--- src/rtl/psq_pkg.sv ---
package psq_pkg;

  typedef enum logic [1:0] {
    PH_GAP  = 2'd0,
    PH_MAIN = 2'd1,
    PH_OUT  = 2'd2,
    PH_FW   = 2'd3
  } phase_t;

  // Longest main on-time in sequencing clocks for a given period and duty cap.
  function automatic int unsigned cap_cycles(int unsigned period, int unsigned pct);
    return (period * pct) / 100;
  endfunction

  // First output at or after 'start' that still needs charge; 'last' has no
  // comparator and always takes charge. Supports up to 8 outputs.
  function automatic int pick_output(logic [7:0] above, int start, int last);
    int res;
    res = last;
    for (int k = 7; k >= 0; k--) begin
      if (k >= start && k < last && !above[k]) res = k;
    end
    return res;
  endfunction

endpackage

--- src/rtl/psq_flag_sync.sv ---
module psq_flag_sync #(
  parameter int W      = 5,
  parameter int STAGES = 2
) (
  input  logic         clk,
  input  logic         rst_n,
  input  logic [W-1:0] d,
  output logic [W-1:0] q
);
  logic [W-1:0] chain [STAGES];

  always_ff @(posedge clk or negedge rst_n) begin
    if (!rst_n) begin
      for (int s = 0; s < STAGES; s++) chain[s] <= '0;
    end else begin
      chain[0] <= d;
      for (int s = 1; s < STAGES; s++) chain[s] <= chain[s-1];
    end
  end

  assign q = chain[STAGES-1];
endmodule

--- src/rtl/psq_period_timer.sv ---
module psq_period_timer #(
  parameter int PERIOD = 20,
  parameter int CAP    = 17,
  localparam int CW    = $clog2(PERIOD)
) (
  input  logic          clk,
  input  logic          rst_n,
  output logic [CW-1:0] pos,
  output logic          wrap,
  output logic          cap_hit
);
  always_ff @(posedge clk or negedge rst_n) begin
    if (!rst_n)    pos <= '0;
    else if (wrap) pos <= '0;
    else           pos <= pos + CW'(1);
  end

  assign wrap    = (pos == CW'(PERIOD - 1));
  assign cap_hit = (pos >= CW'(CAP));
endmodule

--- src/rtl/psq_seq_core.sv ---
module psq_seq_core
  import psq_pkg::*;
#(
  parameter int NUM_OUT = 4,
  localparam int IW     = $clog2(NUM_OUT),
  localparam int LAST   = NUM_OUT - 1
) (
  input  logic              clk,
  input  logic              rst_n,
  input  logic              wrap,
  input  logic              cap_hit,
  input  logic              s_pk,
  input  logic              s_zc,
  input  logic [NUM_OUT-2:0] s_above,
  output phase_t            phase,
  output logic [IW-1:0]     idx
);
  phase_t        pend, nxt_phase, nxt_pend;
  logic [IW-1:0] ptr, nxt_idx, nxt_ptr;
  logic [7:0]    above8;

  always_comb begin
    above8 = '0;
    above8[NUM_OUT-2:0] = s_above;
  end

  always_comb begin
    nxt_phase = phase;
    nxt_pend  = pend;
    nxt_idx   = idx;
    nxt_ptr   = ptr;
    if (wrap) begin
      nxt_phase = PH_GAP;
      nxt_pend  = PH_MAIN;
    end else begin
      unique case (phase)
        PH_GAP: begin
          nxt_phase = pend;
          if (pend == PH_OUT) begin
            nxt_idx = IW'(pick_output(above8, int'(ptr), LAST));
            nxt_ptr = (nxt_idx == IW'(LAST)) ? '0 : nxt_idx;
          end
        end
        PH_MAIN: begin
          if (s_pk || cap_hit) begin
            nxt_phase = PH_GAP;
            nxt_pend  = PH_OUT;
          end
        end
        PH_OUT: begin
          if (idx == IW'(LAST)) begin
            if (s_zc) begin
              nxt_phase = PH_GAP;
              nxt_pend  = PH_FW;
            end
          end else if (above8[idx]) begin
            nxt_phase = PH_GAP;
            nxt_pend  = PH_OUT;
            nxt_ptr   = idx + IW'(1);
          end
        end
        default: ;
      endcase
    end
  end

  always_ff @(posedge clk or negedge rst_n) begin
    if (!rst_n) begin
      phase <= PH_GAP;
      pend  <= PH_MAIN;
      idx   <= '0;
      ptr   <= '0;
    end else begin
      phase <= nxt_phase;
      pend  <= nxt_pend;
      idx   <= nxt_idx;
      ptr   <= nxt_ptr;
    end
  end
endmodule

--- src/rtl/prio_switch_seq.sv ---
module prio_switch_seq
  import psq_pkg::*;
#(
  parameter int NUM_OUT     = 4,
  parameter int PERIOD_CLKS = 20,
  parameter int DUTY_PCT    = 85,
  parameter int SYNC_STAGES = 2
) (
  input  logic               clk,
  input  logic               rst_n,
  input  logic [NUM_OUT-2:0] cmp_above,
  input  logic               pk_trip,
  input  logic               zc_flag,
  output logic               sw_main,
  output logic [NUM_OUT-1:0] sw_out,
  output logic               sw_fw
);
  localparam int CAP_CLKS = int'(cap_cycles(PERIOD_CLKS, DUTY_PCT));
  localparam int CW       = $clog2(PERIOD_CLKS);
  localparam int IW       = $clog2(NUM_OUT);
  localparam int FW_BITS  = NUM_OUT + 1;

  logic [FW_BITS-1:0] flags_raw, flags_s;
  logic [CW-1:0]      cyc_pos;
  logic               ev_wrap, ev_cap;
  phase_t             phase;
  logic [IW-1:0]      idx;

  assign flags_raw = {pk_trip, zc_flag, cmp_above};

  psq_flag_sync #(.W(FW_BITS), .STAGES(SYNC_STAGES)) u_sync (
    .clk(clk), .rst_n(rst_n), .d(flags_raw), .q(flags_s)
  );

  psq_period_timer #(.PERIOD(PERIOD_CLKS), .CAP(CAP_CLKS)) u_timer (
    .clk(clk), .rst_n(rst_n), .pos(cyc_pos), .wrap(ev_wrap), .cap_hit(ev_cap)
  );

  psq_seq_core #(.NUM_OUT(NUM_OUT)) u_core (
    .clk(clk), .rst_n(rst_n), .wrap(ev_wrap), .cap_hit(ev_cap),
    .s_pk(flags_s[FW_BITS-1]), .s_zc(flags_s[FW_BITS-2]),
    .s_above(flags_s[NUM_OUT-2:0]), .phase(phase), .idx(idx)
  );

  assign sw_main = (phase == PH_MAIN);
  assign sw_fw   = (phase == PH_FW);

  for (genvar g = 0; g < NUM_OUT; g++) begin : g_out
    assign sw_out[g] = (phase == PH_OUT) && (idx == IW'(g));
  end
endmodule

--- config.mk ---
export PLATFORM = sky130hd
export DESIGN_NAME = prio_switch_seq
export DESIGN_NICKNAME = d
export VERILOG_FILES = /design/src/rtl/psq_pkg.sv /design/src/rtl/psq_flag_sync.sv /design/src/rtl/psq_period_timer.sv /design/src/rtl/psq_seq_core.sv /design/src/rtl/prio_switch_seq.sv
export SDC_FILE = /design/constraint.sdc
export NUM_CORES = 1
export LEC_CHECK = 0
export ABC_AREA = 1
export BUFFER_PORTS_ARGS = -buffer_cell sky130_fd_sc_hd__buf_2
export CAP_MARGIN = 5
export CORE_MARGIN = 1
export CORE_UTILIZATION = 56
export CTS_BUF_LIST = sky130_fd_sc_hd__clkbuf_16
export DETAILED_ROUTE_END_ITERATION = 12
export GPL_ROUTABILITY_DRIVEN = 0
export GPL_TIMING_DRIVEN = 0
export PLACE_DENSITY_LB_ADDON = 0.15
export SLEW_MARGIN = 20
export SYNTH_ARGS = -nofsm -noshare
export SYNTH_HDL_FRONTEND = slang
export SYNTH_SLANG_ARGS = --single-unit
--- constraint.sdc ---
create_clock -name clk -period 1.5 [get_ports clk]
set_input_delay 0.3 -clock clk [delete_from_list [all_inputs] [get_ports clk]]
set_output_delay 0.3 -clock clk [all_outputs]
set_load 0.01 [all_outputs]
## Yosys cells after proc, flatten, opt, wreduce, memory -nomap -nowiden

Index checks and enable logic that the tools add are counted.

| word-level totals | value |
|---|---|
| bits in registers | 23 |
| bits of input ports | 7 |
| output and inout bits | 6 |
| word-level logic and storage cells | 76 |

| cells by class | value |
|---|---|
| add/sub/neg operators | 2 |
| $lt $le $gt $ge | 5 |
| equality and inequality tests | 15 |
| muxes and demuxes | 26 |
| bitwise operators | 1 |
| reduce and logical (&&, ||, !) cells | 20 |

Operators with widths:

| operator | number |
|---|---|
| $mux W2 | 19 |
| $eq A2 B2 Y1 const B | 6 |
| $pmux W2 S2 | 2 |
| $reduce_and A4 Y1 | 2 |
| $logic_and A1 B1 Y1 | 7 |
| $pmux W2 S3 | 1 |
| $add A5 B1 Y5 const B | 1 |
| $eq A5 B5 Y1 const B | 1 |
| $ge A5 B5 Y1 const B | 1 |
| $mux W5 | 1 |
| $reduce_and A5 Y1 | 1 |
| $eq A2 B1 Y1 const B | 2 |
| $ge A1 B2 Y1 const A | 2 |
| $logic_not A2 Y1 | 2 |
| $lt A2 B4 Y1 const B | 1 |
| $ne A2 B1 Y1 const B | 2 |
| $ne A4 B2 Y1 const B | 1 |
| $ne A4 B3 Y1 const B | 1 |
| $reduce_bool A4 Y1 | 1 |
| $logic_not A1 Y1 | 3 |
| $ne A3 B1 Y1 const B | 1 |
| $reduce_and A3 Y1 | 1 |
| $reduce_bool A3 Y1 | 1 |
| $add A2 B1 Y2 const B | 1 |
| other kinds (7) | 8 |

## Depth between registers and ports, before layout

Gate-level depths: netlist of run 1.

| depth | value |
|---|---|
| word-level depth | 12 |
| gate-level depth with buffers | 10 |

## Hierarchy

Synthesis of run 1 repeated with hierarchy kept, for this count alone.

| second synthesis, totals | value |
|---|---|
| cells, all modules | 153 |
| area, all modules | 1,257.5 sq um |

Modules (own cells, without submodules):

| module | times used | cells an instance | area each (sq um) |
|---|---|---|---|
| psq_seq_core | 1 | 89 | 636.9 |
| psq_flag_sync | 1 | 15 | 287.8 |
| psq_period_timer | 1 | 34 | 274.0 |
| prio_switch_seq | 1 | 15 | 58.8 |

## Worst setup path before layout of run 1

OpenSTA, ideal clock, no wires.

| timing path | value |
|---|---|
| path type | register to register |
| start point | register u_core.phase[0] |
| end point | register u_core.ptr[0] |
| library setup time | 0.123 ns |
| arrival | 1.178 ns |
| data required time | 1.377 ns |
| slack | 0.199 ns |
| stages on the path, launching flop included | 11 |
| buffers on the path | 1 |
| clock period less this slack | 1.301 ns |
| cells stage by stage | dfrtp_1 > inv_1 > ha_1 > buf_4 > inv_1 > o21ai_1 > nand2_1 > inv_1 > nand2_1 > nand2_1 > o21ai_1 |

| on the way | value |
|---|---|
| cells in the longest elaborated chain, start to end | 3 |
| elaborated cells on any way between the ends | 8 |

Ends and longest elaborated chain:

| what | RTL line | source |
|---|---|---|
| start: declaration | psq_seq_core.sv:15 | `output phase_t phase,` |
| start signal: assignment | psq_seq_core.sv:74 | `phase <= nxt_phase;` |
| $eq A2 B2 Y1 / $logic_not A2 Y1 (equally long branches) | psq_seq_core.sv:36 | `unique case (phase)` |
| $ne A2 B1 Y1 (no line) (tied with other cells) | n/a |  |
| $reduce_and A5 Y1 (no line) | n/a |  |
| end signal: assignment | psq_seq_core.sv:77 | `ptr <= nxt_ptr;` |
| end: declaration | psq_seq_core.sv:19 | `logic [IW-1:0] ptr, nxt_idx, nxt_ptr;` |

Several ways; a longest one is shown, not always the timed one.
A chain may end at the register's enable or synchronous reset.

## Final worst setup path of run 1

| timing path | value |
|---|---|
| start point | register u_core.idx[0] |
| end point | output sw_out[3] |

| on the way | value |
|---|---|
| cells in the longest elaborated chain, start to end | 2 |

Ends and longest elaborated chain:

| what | RTL line | source |
|---|---|---|
| start: declaration | psq_seq_core.sv:16 | `output logic [IW-1:0] idx` |
| start signal: assignment | psq_seq_core.sv:76 | `idx <= nxt_idx;` |
| $eq A2 B2 Y1 | prio_switch_seq.sv:49 | `assign sw_out[g] = (phase == PH_OUT) && (idx == IW'(g));` |
| $logic_and A1 B1 Y1 | prio_switch_seq.sv:49 |  |
| end: declaration | prio_switch_seq.sv:15 | `output logic [NUM_OUT-1:0] sw_out,` |

No other way between the ends.

==> results of run 1 <==
[worst max-delay path, cell delays in order, from the launching register on]
cell,delay (ns)
dfrtp_2,0.46
ha_2,0.23
nand2_2,0.07
inv_1,0.03
buf_2,0.13
[cells in the mapped netlist]
| master | instances | area (sq um) |
|---|---|---|
| o21ai_1 | 2 | 10.01 |
| dfstp_2 | 1 | 26.28 |
| inv_2 | 1 | 3.750 |
| nand2_4 | 2 | 22.52 |
| buf_4 | 1 | 7.510 |
| o21ai_0 | 4 | 20.02 |
| nor3_1 | 1 | 5.000 |
| nand3b_1 | 1 | 7.510 |
| nor2_1 | 5 | 18.77 |
| nand3_2 | 2 | 20.02 |
| nor2_4 | 2 | 22.52 |
| nand4_1 | 5 | 31.28 |
| nand2_2 | 1 | 6.260 |
| nand2_1 | 35 | 131.4 |
| dfrtp_1 | 22 | 550.5 |
| xor2_1 | 1 | 8.760 |
| inv_4 | 1 | 6.260 |
| a21oi_1 | 6 | 30.03 |
| inv_1 | 23 | 86.33 |
| ha_1 | 10 | 125.1 |
| nand3_1 | 9 | 45.04 |
[registers in the layout, indices dropped and copies added (netlist names)]
name,count
u_sync.chain,5
u_sync.q,5
u_timer.pos,5
u_core.idx,2
u_core.pend,2
u_core.phase,2
u_core.ptr,2
[what timing repair did]
action                                  CTS  global route
pin swaps                                 0             4
hold buffers                              0             0
endpoints found under the setup margin    4            12
buffers inserted                          4             4
resized for setup                         5            17
[final cells by class]
cell class / instances / area (sq um) / area share
repair buffers: 20 / 130.1 / 0.08776
multi-input cells: 86 / 559.3 / 0.3772
flip-flops and latches: 23 / 578.1 / 0.3899
inverters: 25 / 98.84 / 0.06667
well taps: 27 / 33.78 / 0.02278
clock inverters: 1 / 7.507 / 0.005063
clock buffers: 3 / 75.07 / 0.05063
[cells by family (layout without fill, tap and decap cells)]
kind of cell	count (synthesis)	in the layout	share of synthesized area
flops	23	23	0.4868
fa+ha+maj	10	10	0.1056
compound gates	12	12	0.05069
simple gates	63	63	0.2619
buf+inv	26	49	0.08765
xor+xnor	1	1	0.007393
[path summary, 6_finish.rpt]
path / from / endpoint / slack [ns] / depth (start not counted)
worst max-delay path: u_core.idx[0] / sw_out[3] / 0.02 / 4
worst min-delay path: rst_n / u_core.idx[1] / 0.007 / 1
worst max register to register: u_core.idx[0] / u_core.pend[1] / 0.08 / 7
worst min register to register: u_sync.chain[8] / u_sync.q[3] / 0.35 / 0
max in group asynchronous: rst_n / u_core.idx[0] / 1.13 / 1
min in group clk: zc_flag / u_sync.chain[8] / 0.15 / 1
[where the power goes]
part,total [mW],leakage (nW),switching (mW),internal (mW)
Combinational,1.36,0.490,0.769,0.592
Sequential,0.859,0.274,0.103,0.756
Clock,0.576,0.0371,0.215,0.361
Total,2.80,0.801,1.09,1.71
[metal layers]
layer / track usage / vias to the layer above / routed length, um
met3: 0.04528 / 4 / 67
met4: 0.08333 / 0 / 25
met1: 0.2308 / 407 / 879
met2: 0.3297 / 21 / 1031
met5: 0 / - / 0
li1: - / 470 / -
==> metrics, run 1 <==
CTS tree=built; RSZ-0062 raised after global routing=true; Clock Skews=0.002179 ns; row count=16; crit path max fanout=4; post-layout min period=roughly 1.5 ns; CP startpoint kind=register; DR WL/cell=10.83 um; Cells after DPL=174; DR vias/cell=4.876; Distinct cells, synth=21; Req. time, crit path=approximately 1.2 ns; Worst EP arrival=1.18 ns; Max Cap Violations=0; commonest cells after routing, fill and taps aside=nand2_1 (32), dfrtp_1 (21), inv_1 (20); Syn. warnings=0; Syn Std Cell Area=1185 sq um; Worst-Skew Late Latency=about 0.25 ns; VDD IR max=1.349 mV; HPWL Detailed=between 1 and 1.5 mm; DRC Markers=0; total CTS buffers=3; ANT nets after route=0; IO Count=13; Die Span Y=approximately 48 um; leading cell type in the layout, fill and taps excluded=nand2_1; drt pass-1 iters=4; final WL=2.003 mm; Cells after Synth=135; fmax=677.0 MHz; full die area=2304 sq um; Core Util, Final=0.7481; endpoints failing setup=0; Setup crit end kind=primary output; final setup TNS=0 ns; clk slew on worst S/H paths=0.06 ns; vias in the first global route=709; Synth Register Bits=23; clk root buf=clkbuf_16; Tcrit/Tclk final=0.9848; Die Width=48 um; pre-CTS setup slack=0.06358 ns; post-route setup slack=~0.023 ns; Initial Utilization=0.5979; CTS sink cnt=23; largest net degree at the start of global routing=24; fillers=151; n_diodes=0; Pwr Total=2.796 mW; cell area after layout=roughly 1500 sq um; final hold slack=0.006698 ns; crit path kind=reg -> out; antenna violations before repair=0; Slew @ Worst Pin=between 0.5 and 0.6 ns; area post-placement=1279 sq um; Slew Limit Fails=0; Longest Clk Path Bufs=2; layout cells sized above 1=0.3165; Power Density=1886 nW/um^2; slew margin rel.=0.6653; post-synthesis sequential area ratio=0.4868; 1st-iter DRT viols=18; static leakage=0.8013 nW; Core Area=a little under 2000 sq um; syn_nets=152; final instance count without filler cells=about 190; Tot GR Track Use=0.1928; H-tree depth=1; GR Overflow Total=0; Area Overhead vs Synth=25.13%; endpoints failing hold=0; Final nets=176; worst hold path class=in -> async; PortBufs=12; vias post-DR=902; Avg Cell Area, Syn=8.777 sq um; outcome=completed; first-pass GRT wire length=2.918 mm
(Power assumes the default switching activity.)
==> run 2, diff against run 1 <==
- CORE_UTILIZATION: 56 -> 57
- SYNTH_HIERARCHICAL: unset -> 1
==> run 2 against run 1 <==
The flow now finishes with violations (setup timing). Cell area grew 6.8%. Routed wire length is 29% higher. Critical path type is now reg -> reg. Combinational power shrank 6%. Cell count up 11%. Sequential share of layout area shrank 2.3 points.
==> metrics, run 2 <==
DRC Markers=0 (unchanged); DR WL/cell=12.55 um (+16%); endpoints failing setup=6 (+6); Post-synth EDFFs=0 (unchanged); first-pass GRT wire length=4.022 mm (+38%); HPWL Detailed=1.538 mm (+12%); Power Density=1713 nW/um^2 (-9.2%); antenna violations before repair=0 (unchanged); commonest cells after routing, fill and taps aside=nand2_1 (36), inv_1 (18), dfrtp_1 (18); Max Cap Violations=0 (unchanged); compound-gate portion of the synthesized area=0.03284 (-0.01785); commonest cells in the netlist=nand2_1 (39), dfrtp_1 (22), inv_1 (21); Clock Skews=0.001357 ns (-0.0008227 ns); final WL=2.585 mm (+29%); syn_nets=166 (+9.2%); outcome=finished, violations left; Area Overhead vs Synth=25.97%; post-synthesis xor/xnor area fraction=0.006965 (-0.0004266); final setup TNS=-0.1734 ns (-0.1734 ns); Worst Setup SP=u_timer/pos[0]; VDD IR max=1.009 mV (-25%); Avg Cell Area, Syn=8.219 sq um (-6.4%); clk root buf=clkbuf_16; crit path max fanout=4 (unchanged); Worst EP arrival=1.69 ns (+0.51 ns); Worst-Skew Late Latency=0.25 ns (about the same); Core Area=2022 sq um (+2.0%); pre-CTS setup slack=-0.1398 ns (-0.2034 ns); cell area after layout=1584 sq um (+6.8%); largest net degree at the start of global routing=24 (unchanged); post-synth top area share=0.4378 (-0.02681); DR vias/cell=5.087 (+4.3%); delay of the slowest critical-path stage=0.45 ns (about the same); multiplexer share of the synthesized area=0 (unchanged); clk slew on worst S/H paths=0.06 ns (about the same); drt pass-1 iters=4 (unchanged); IO Count=13 (unchanged); combinational family with the most area after synthesis=simple AND/OR/NAND/NOR gates; Setup crit end kind=register; full die area=2398 sq um (+4.1%); CTS sink cnt=23 (unchanged); Synth area leaders=dfrtp_1 (44%), nand2_1 (12%), inv_1 (6.3%); r2r setup slk=-0.04 ns (-0.12 ns); Slew @ Worst Pin=0.4979 ns (-0.004164 ns); Distinct cells, synth=25 (+19%); R2R Path End=u_core/pend[1]; simple-gate portion of the synthesized area=0.3254 (+0.06349); ANT nets after route=0 (unchanged); hold bufs inserted after CTS=0 (unchanged); GR Overflow Total=0 (unchanged); post-layout min period=1.543 ns (+0.06534 ns); Req. time, crit path=1.65 ns (+0.45 ns); Post-synth ARST share=1.000 (unchanged); CP startpoint kind=register; CTS tree=built; Synth Register Bits=23 (unchanged); area post-placement=1351 sq um (+5.7%); Slew Limit Fails=0 (unchanged); reg2reg path depth=11 (+4); Syn. warnings=6 (+6); vias in the first global route=990 (+40%); cells along the critical path=ha_4, nor2_2, nand3_1, nand2_1, inv_1, nor2_2, nand3_2, nand2_4, nor2_4, nand3_1, nand2_1; Synth area leader=dfrtp_1; fillers=137 (-9.3%); crit path kind=reg -> reg; post-synthesis sequential area ratio=0.4587 (-0.02809); PortBufs=12 (unchanged); worst setup path end=u_core/pend[1]; leading cell type in the layout, fill and taps excluded=nand2_1; Final nets=193 (+9.7%); vias post-DR=1048 (+16%); Cells after Synth=153 (+13%); worst r2r src=u_timer/pos[0]; RSZ-0062 raised after global routing=true; Core Util, Final=0.7834 (+0.03531); static leakage=0.8394 nW (+4.8%); Longest Clk Path Bufs=2 (unchanged); Syn Std Cell Area=1257 sq um (+6.1%); failing checks=setup timing; layout cells sized above 1=0.3966 (+0.08019); adder and majority cell fraction of the synthesized area=0.05970 (-0.04590); Tcrit/Tclk final=1.028 (+0.04356); slew margin rel.=0.6681 (+0.002776); row count=16 (unchanged); Tot GR Track Use=0.2281 (+0.03537); n_diodes=0 (unchanged); critical path's slowest cell=dfrtp_2; Die Span Y=48.97 um (+2.0%); post-route setup slack=-0.04253 ns (-0.06534 ns); endpoints failing hold=0 (unchanged); Initial Utilization=0.6219 (+0.02405); 1st-iter DRT viols=39 (+21); H-tree depth=1 (unchanged); Pwr Total=2.714 mW (-2.9%); worst hold path class=in -> async; ys flop type=dfrtp_1; most frequent cell after synthesis=nand2_1; total CTS buffers=3 (unchanged); fmax=648.3 MHz (-4.2%); Die Width=48.97 um (+2.0%)
-- run 2: cell count changes after synthesis, moves of 3 or more --
cell | previous run | this run
nor2_1 | 5 | 12
inv_2 | 1 | 7
buf_4 | 1 | 5
ha_1 | 10 | 6
nand2_1 | 35 | 39
nand2_2 | 1 | 5
nand4_1 | 5 | 1
o21ai_0 | 4 | 1
-- run 2: logic make-up after synthesis --
group / after synthesis
AOI/OAI and AO/OA: 8
xor gates and xnor gates: 1
adders and majority gates: 6
buffers and inverters: 34
DFF: 23
and+or+nand+nor: 81
-- run 2: per-layer routing --
| metal | up-vias | global-route usage | part of all wire |
|---|---|---|---|
| met3 | 7 | 0.03738 | 0.036 |
| met5 | - | 0 | 0 |
| li1 | 513 | - | - |
| met2 | 36 | 0.4051 | 0.56 |
| met1 | 492 | 0.2485 | 0.38 |
| met4 | 0 | 0.1520 | 0.025 |
-- run 2: worst min path at each step --
stage	startpoint	to	depth (start not counted)
floorplan	rst_n	u_core/idx[0]	0
detailed placement	rst_n	u_core/phase[1]	1
global route	rst_n	u_core/phase[0]	1
finish	rst_n	u_core/idx[0]	1
CTS	rst_n	u_core/idx[1]	1
global placement	rst_n	u_core/phase[1]	1
-- run 2: through the flow --
stage	hold WS, ns	std cells
final	0.008499	206
after global routing	0.04912	206
after CTS	0.02712	199
after detailed placement	0.2996	192
after global placement	0.2848	192
after floorplan	0.004409	153
-- run 2: layout make-up --
class | count | area [sq um] | share of cell area
Multi-Input combinational cell | 96 | 594.3 | 0.3752
Sequential cell | 23 | 581.8 | 0.3673
Timing Repair Buffer | 22 | 142.6 | 0.09005
Inverter | 29 | 113.9 | 0.07188
Clock buffer | 3 | 75.07 | 0.04739
Buffer | 5 | 37.54 | 0.02370
Tap cell | 27 | 33.78 | 0.02133
Clock inverter | 1 | 5.005 | 0.003160
-- run 2: power breakdown --
| part | total [mW] | leakage (nW) | switching (mW) | internal [mW] |
|---|---|---|---|---|
| clock network | 0.560 | 0.0409 | 0.202 | 0.358 |
| logic | 1.28 | 0.529 | 0.794 | 0.490 |
| registers | 0.869 | 0.270 | 0.128 | 0.741 |
| total | 2.71 | 0.839 | 1.12 | 1.59 |
-- run 2: repair_timing --
| action | 4_1_cts | 5_1_grt |
|---|---|---|
| pin swaps | 4 | 6 |
| cloned | 0 | 0 |
| setup endpoints to repair | 8 | 8 |
| setup buffers | 3 | 7 |
| gates resized for setup | 4 | 21 |
-- run 2: worst max-delay path: cells and delay by family (launching register included) --
family | cells | cell delay (ns)
adder cells (fa/ha/maj) | 1 | 0.18
flip-flops | 1 | 0.45
buffers and inverters | 1 | 0.06
AND/OR/NAND/NOR | 9 | 0.75
